**config.mk**
```make
export PLATFORM = sky130hd
export DESIGN_NAME = tcmp_top
export DESIGN_NICKNAME = d
export VERILOG_FILES = /design/src/rtl/tcmp_pkg.sv /design/src/rtl/tcmp_cfg.sv /design/src/rtl/tcmp_match.sv /design/src/rtl/tcmp_action.sv /design/src/rtl/tcmp_top.sv
export SDC_FILE = /design/constraint.sdc
export NUM_CORES = 1
export LEC_CHECK = 0
export BUFFER_PORTS_ARGS = -buffer_cell sky130_fd_sc_hd__buf_2
export CAP_MARGIN = 20
export CORE_ASPECT_RATIO = 1.1
export CORE_MARGIN = 5
export CORE_UTILIZATION = 29
export CTS_CLUSTER_DIAMETER = 200
export DETAILED_ROUTE_END_ITERATION = 8
export GPL_ROUTABILITY_DRIVEN = 0
export SLEW_MARGIN = 20
export SYNTH_ARGS = -nofsm -noshare
export SYNTH_HDL_FRONTEND = slang
export SYNTH_SLANG_ARGS = --single-unit
```
**constraint.sdc**
```tcl
create_clock -name clk -period 3.95 [get_ports clk]
set_input_delay 0.79 -clock clk [delete_from_list [all_inputs] [get_ports clk]]
set_output_delay 0.79 -clock clk [all_outputs]
set_load 0.02 [all_outputs]
```
**src/rtl/tcmp_pkg.sv**
```systemverilog
package tcmp_pkg;
  localparam int unsigned MODE_W = 4;
  localparam int unsigned NUM_TMR = 2;

  localparam logic [MODE_W-1:0] MD_OFF  = 4'b0000;
  localparam logic [MODE_W-1:0] MD_SET  = 4'b1000;
  localparam logic [MODE_W-1:0] MD_CLR  = 4'b1001;
  localparam logic [MODE_W-1:0] MD_TGL  = 4'b0010;
  localparam logic [MODE_W-1:0] MD_IRQ  = 4'b1010;
  localparam logic [MODE_W-1:0] MD_TRIG = 4'b1011;

  typedef struct packed {
    logic              oe;
    logic              tsel;
    logic [MODE_W-1:0] mode;
  } ctrl_t;

  localparam int unsigned CTRL_W = $bits(ctrl_t);
endpackage

```
**src/rtl/tcmp_cfg.sv**
```systemverilog
module tcmp_cfg
  import tcmp_pkg::*;
#(
  parameter int unsigned CNT_W = 16
) (
  input  logic             clk,
  input  logic             rst_n,
  input  logic             we,
  input  logic             addr,
  input  logic [CNT_W-1:0] wdata,
  output logic [CNT_W-1:0] cmp_val,
  output ctrl_t            ctrl,
  output logic             off_wr
);
  logic [CNT_W-1:0] cmp_d, cmp_q;
  ctrl_t            ctrl_d, ctrl_q;
  logic             cmp_en, ctrl_en;

  always_comb begin
    cmp_en  = we && !addr;
    ctrl_en = we && addr;
    cmp_d   = wdata;
    ctrl_d  = ctrl_t'(wdata[CTRL_W-1:0]);
    off_wr  = ctrl_en && (ctrl_d.mode == MD_OFF);
  end

  always_ff @(posedge clk or negedge rst_n) begin
    if (!rst_n) begin
      cmp_q  <= '0;
      ctrl_q <= '0;
    end else begin
      if (cmp_en)  cmp_q  <= cmp_d;
      if (ctrl_en) ctrl_q <= ctrl_d;
    end
  end

  assign cmp_val = cmp_q;
  assign ctrl    = ctrl_q;
endmodule

```
**src/rtl/tcmp_match.sv**
```systemverilog
module tcmp_match
  import tcmp_pkg::*;
#(
  parameter int unsigned CNT_W = 16
) (
  input  logic                           clk,
  input  logic                           rst_n,
  input  logic [NUM_TMR-1:0][CNT_W-1:0]  cnt_all,
  input  logic                           tsel,
  input  logic [CNT_W-1:0]               cmp_val,
  output logic                           hit
);
  logic [CNT_W-1:0] cnt_sel;
  logic             eq, eq_q;

  always_comb begin
    cnt_sel = cnt_all[tsel];
    eq      = (cnt_sel == cmp_val);
    hit     = eq && !eq_q;
  end

  always_ff @(posedge clk or negedge rst_n) begin
    if (!rst_n) eq_q <= 1'b0;
    else        eq_q <= eq;
  end
endmodule

```
**src/rtl/tcmp_action.sv**
```systemverilog
module tcmp_action
  import tcmp_pkg::*;
(
  input  logic               clk,
  input  logic               rst_n,
  input  logic               hit,
  input  ctrl_t              ctrl,
  input  logic               off_wr,
  input  logic               flag_clr,
  input  logic               conv_en,
  output logic               latch,
  output logic               flag,
  output logic [NUM_TMR-1:0] tmr_rst,
  output logic               conv
);
  logic               latch_d, latch_q;
  logic               flag_d, flag_q;
  logic               trig_d;
  logic [NUM_TMR-1:0] rst_d, rst_q;
  logic               conv_d, conv_q;
  logic               act;

  always_comb begin
    act = 1'b0;
    case (ctrl.mode)
      MD_SET, MD_CLR, MD_TGL, MD_IRQ, MD_TRIG: act = hit;
      default:                                 act = 1'b0;
    endcase

    latch_d = latch_q;
    if (off_wr) latch_d = 1'b0;
    else if (hit) begin
      case (ctrl.mode)
        MD_SET:  latch_d = 1'b1;
        MD_CLR:  latch_d = 1'b0;
        MD_TGL:  latch_d = !latch_q;
        default: latch_d = latch_q;
      endcase
    end

    if (act)           flag_d = 1'b1;
    else if (flag_clr) flag_d = 1'b0;
    else               flag_d = flag_q;

    trig_d = hit && (ctrl.mode == MD_TRIG);
    conv_d = trig_d && conv_en;
  end

  for (genvar i = 0; i < NUM_TMR; i++) begin : g_rst
    assign rst_d[i] = trig_d && (int'(ctrl.tsel) == i);
  end

  always_ff @(posedge clk or negedge rst_n) begin
    if (!rst_n) begin
      latch_q <= 1'b0;
      flag_q  <= 1'b0;
      rst_q   <= '0;
      conv_q  <= 1'b0;
    end else begin
      latch_q <= latch_d;
      flag_q  <= flag_d;
      rst_q   <= rst_d;
      conv_q  <= conv_d;
    end
  end

  assign latch   = latch_q;
  assign flag    = flag_q;
  assign tmr_rst = rst_q;
  assign conv    = conv_q;
endmodule

```
**src/rtl/tcmp_top.sv**
```systemverilog
module tcmp_top
  import tcmp_pkg::*;
#(
  parameter int unsigned CNT_W = 16
) (
  input  logic             clk,
  input  logic             rst_n,
  input  logic             reg_we,
  input  logic             reg_addr,
  input  logic [CNT_W-1:0] reg_wdata,
  input  logic [CNT_W-1:0] tmr_a_cnt,
  input  logic [CNT_W-1:0] tmr_b_cnt,
  input  logic             flag_clr,
  input  logic             conv_en,
  output logic             pin_out,
  output logic             pin_oe,
  output logic             irq_flag,
  output logic             tmr_a_rst,
  output logic             tmr_b_rst,
  output logic             conv_start
);
  logic [CNT_W-1:0]              cmp_val;
  ctrl_t                         ctrl;
  logic                          off_wr;
  logic                          hit;
  logic                          latch;
  logic [NUM_TMR-1:0]            tmr_rst;
  logic [NUM_TMR-1:0][CNT_W-1:0] cnt_all;

  assign cnt_all[0] = tmr_a_cnt;
  assign cnt_all[1] = tmr_b_cnt;

  tcmp_cfg #(.CNT_W(CNT_W)) cfg_i (
    .clk(clk), .rst_n(rst_n), .we(reg_we), .addr(reg_addr), .wdata(reg_wdata),
    .cmp_val(cmp_val), .ctrl(ctrl), .off_wr(off_wr)
  );

  tcmp_match #(.CNT_W(CNT_W)) match_i (
    .clk(clk), .rst_n(rst_n), .cnt_all(cnt_all), .tsel(ctrl.tsel),
    .cmp_val(cmp_val), .hit(hit)
  );

  tcmp_action action_i (
    .clk(clk), .rst_n(rst_n), .hit(hit), .ctrl(ctrl), .off_wr(off_wr),
    .flag_clr(flag_clr), .conv_en(conv_en), .latch(latch), .flag(irq_flag),
    .tmr_rst(tmr_rst), .conv(conv_start)
  );

  assign pin_oe    = ctrl.oe;
  assign pin_out   = ctrl.oe && latch;
  assign tmr_a_rst = tmr_rst[0];
  assign tmr_b_rst = tmr_rst[1];
endmodule

```
==> results.sh <==
export IMPL_grt_use_total_pct=9.854
export IMPL_status="complete, no violations"
export IMPL_end_kind="flip-flop"
export IMPL_crit_slowest_cell="dfrtp_1"
export IMPL_avgViaCountPerCell=4.600
export IMPL_final_setup_skew_ns=0.002082
export IMPL_core_um2=4932
export IMPL_io_buffers=59
export IMPL_reg2reg_to="action_i.tmr_rst[1]"
export IMPL_crit_chain="mux2i_1 > xnor2_1 > nor4_1 > nand4_1 > or3_4 > nor2_1 > and2_1"
export IMPL_first_iter_violations=35
export IMPL_diodes=0
export IMPL_seq_area_frac_synth_pct=48.15
export IMPL_reg2reg_from="cfg_i.ctrl[4]"
export IMPL_grt_pass1_wl_um=5340
export IMPL_worstSkewPairLatency_ns=0.27
export IMPL_yosysUniqueCellTypes=24
export IMPL_cpPeakStageDelay_ns=0.97
export IMPL_start_util_pct=29.50
export IMPL_vias=1081
export IMPL_finalHoldViolations=0
export IMPL_r2r_cells=7
export IMPL_hold_buffers=0
export IMPL_synth_area_um2=1455
export IMPL_die_y_um=84.30
export IMPL_ant_nets=0
export IMPL_reg2reg_slack_ns=1.27
export IMPL_yosys_top_cells_area="dfrtp_1, mux2_2, mux2i_1"
export IMPL_crit_start="cfg_i.ctrl[4]"
export IMPL_drv_cap=0
export IMPL_fillers=499
export IMPL_p_per_area_nw_per_um2=369.9
export IMPL_maxSlewHeadroom_pct=37.39
export IMPL_path_class="flip-flop to flip-flop"
export IMPL_synth_avg_cell_area_um2=12.44
export IMPL_drc=0
export IMPL_nNetsFinal=232
export IMPL_setup_violations=0
export IMPL_synth_top_area_share_pct=48.15
export IMPL_rsz0062_at_grt="no"
export IMPL_grt_max_degree=29
export IMPL_cellLeakagePower_uw=0.0008834
export IMPL_post_route_min_period_ns=2.676
export IMPL_synth_common_cells="dfrtp_1, mux2_2, mux2i_1, xnor2_1, inv_1"
export IMPL_ios=60
export IMPL_htreeDepth=1
export IMPL_syn_nets=171
export IMPL_cts_tree="yes"
export IMPL_fin_setup_tns_ns=0
export IMPL_path_max_fanout=19
export IMPL_area_growth_pct=27.52
export IMPL_clk_pin_slew_ns=0.09
export IMPL_critPathArrivalTime_ns=2.89
export IMPL_start_kind="flip-flop"
export IMPL_drt_first_pass_iters=4
export IMPL_cts_sinks=28
export IMPL_fp_dieW_um=77.54
export IMPL_post_cts_resized=0
export IMPL_ys_warn_count=0
export IMPL_ys_ff_latch=28
export IMPL_synthArstFlopShare_pct=100.0
export IMPL_hp_class="input port to asynchronous set/reset pin"
export IMPL_drive_above_1_share_pct=49.72
export IMPL_rows=27
export IMPL_synthFlopType="dfrtp_1"
export IMPL_drv_slew=0
export IMPL_grt_overflow=0
export IMPL_peakVddDrop_mv=0.1913
export IMPL_finalCritPeriodShare_pct=67.75
export IMPL_grt_pass1_vias=1116
export IMPL_wl_um=3157
export IMPL_whs_ns=0.5230
export IMPL_die_area_um2=6536
export IMPL_netlist_instances=117
export IMPL_root_buffer="clkbuf_8"
export IMPL_antenna_found_initial=0
export IMPL_cts_made_buffers=3
export IMPL_post_cts_buffers=0
export IMPL_total_power_uw=686.3
export IMPL_synth_most_common_cell="dfrtp_1"
export IMPL_routedWlPerCell_um=13.43
export IMPL_worst_pin_slew_ns=0.9391
export IMPL_achievable_frequency_mhz=373.7
export IMPL_synth_area_leader_cell="dfrtp_1"
export IMPL_worstPathRequired_ns=4.16
export IMPL_dp_hpwl_um=2542
export IMPL_synth_edf_count=0
export IMPL_cts_buffer_depth=2
## through the flow
stage / std cells / worst slack, ns / util [%] / area (um2)
5_1_grt: 235 / 0.9857 / 37.62 / 1856
4_1_cts: 235 / 1.195 / 37.62 / 1856
2_1_floorplan: 117 / 1.861 / - / 1455
6_report: 235 / 1.274 / 37.62 / 1856
3_3_place_gp: 231 / 1.273 / 36.50 / 1800
3_5_place_dp: 231 / 1.218 / 36.50 / 1800
## worst max-delay path by stage
stage | endpoint | depth (start not counted) | slack, ns
after floorplan | action_i.latch | 7 | 1.86
after global placement | action_i.tmr_rst[1] | 7 | 1.27
after detailed placement | action_i.tmr_rst[1] | 7 | 1.22
after CTS | action_i.tmr_rst[1] | 7 | 1.19
after global routing | action_i.latch | 7 | 0.99
final | action_i.tmr_rst[1] | 7 | 1.27
## area by class of cell
class,count,area (um2),area share (%)
multi-input combinational,80,705.7,38.03
clock buffer,4,55.05,2.967
tap,58,72.57,3.911
inverter,5,18.77,1.011
sequential,28,700.7,37.76
timing repair buffer,60,302.8,16.32
## sequential cells by signal (all words and copies together) (netlist names)
signal            flops
action_i.flag         1
cfg_i.ctrl            6
action_i.conv         1
cfg_i.cmp_val        16
action_i.latch        1
action_i.tmr_rst      2
match_i.eq_q          1
## layer usage
| layer | vias to the layer above | GRT usage, % | routed length, um |
|---|---|---|---|
| li1 | 538 | - | - |
| met1 | 494 | 13.55 | 1442 |
| met2 | 45 | 15.39 | 1413 |
| met3 | 4 | 2.682 | 268 |
| met4 | 0 | 2.344 | 31 |
| met5 | - | 0 | 0 |
## where the power goes
part | total [uW] | internal, uW | switching (uW)
logic | 154 | 97.4 | 56.3
clock network | 175 | 89.2 | 85.8
registers | 358 | 320 | 38.1
total | 686 | 506 | 180
## logic make-up (layout without fill, tap and decap cells)
group / count (synthesis) / in the layout / synth area share, %
compound gates: 6 / 6 / 2.407
mux: 38 / 38 / 28.03
xor+xnor: 16 / 16 / 9.630
simple gates: 20 / 20 / 8.426
buf+inv: 9 / 69 / 3.353
flops: 28 / 28 / 48.15
## cell usage in the layout (no fill, tap or decap), drive strengths merged
cell	n
or4	1
o21ai	1
o22ai	1
xnor2	16
mux2i	16
mux2	22
nor3	2
clkbuf	4
nand3	1
o41ai	1
buf	60
nor2b	1
nor4	4
a21oi	3
nand4	2
inv	5
nand2	1
nor2	3
and2	3
dfrtp	28
or3	2
## worst max-delay path: cells and delay by family, from the launching register on
| family | cells | cell delay [ns] |
|---|---|---|
| muxes | 1 | 0.29 |
| xor gates and xnor gates | 1 | 0.09 |
| and+or+nand+nor | 5 | 1.27 |
| DFF | 1 | 0.97 |
(Power assumes the default switching activity.)
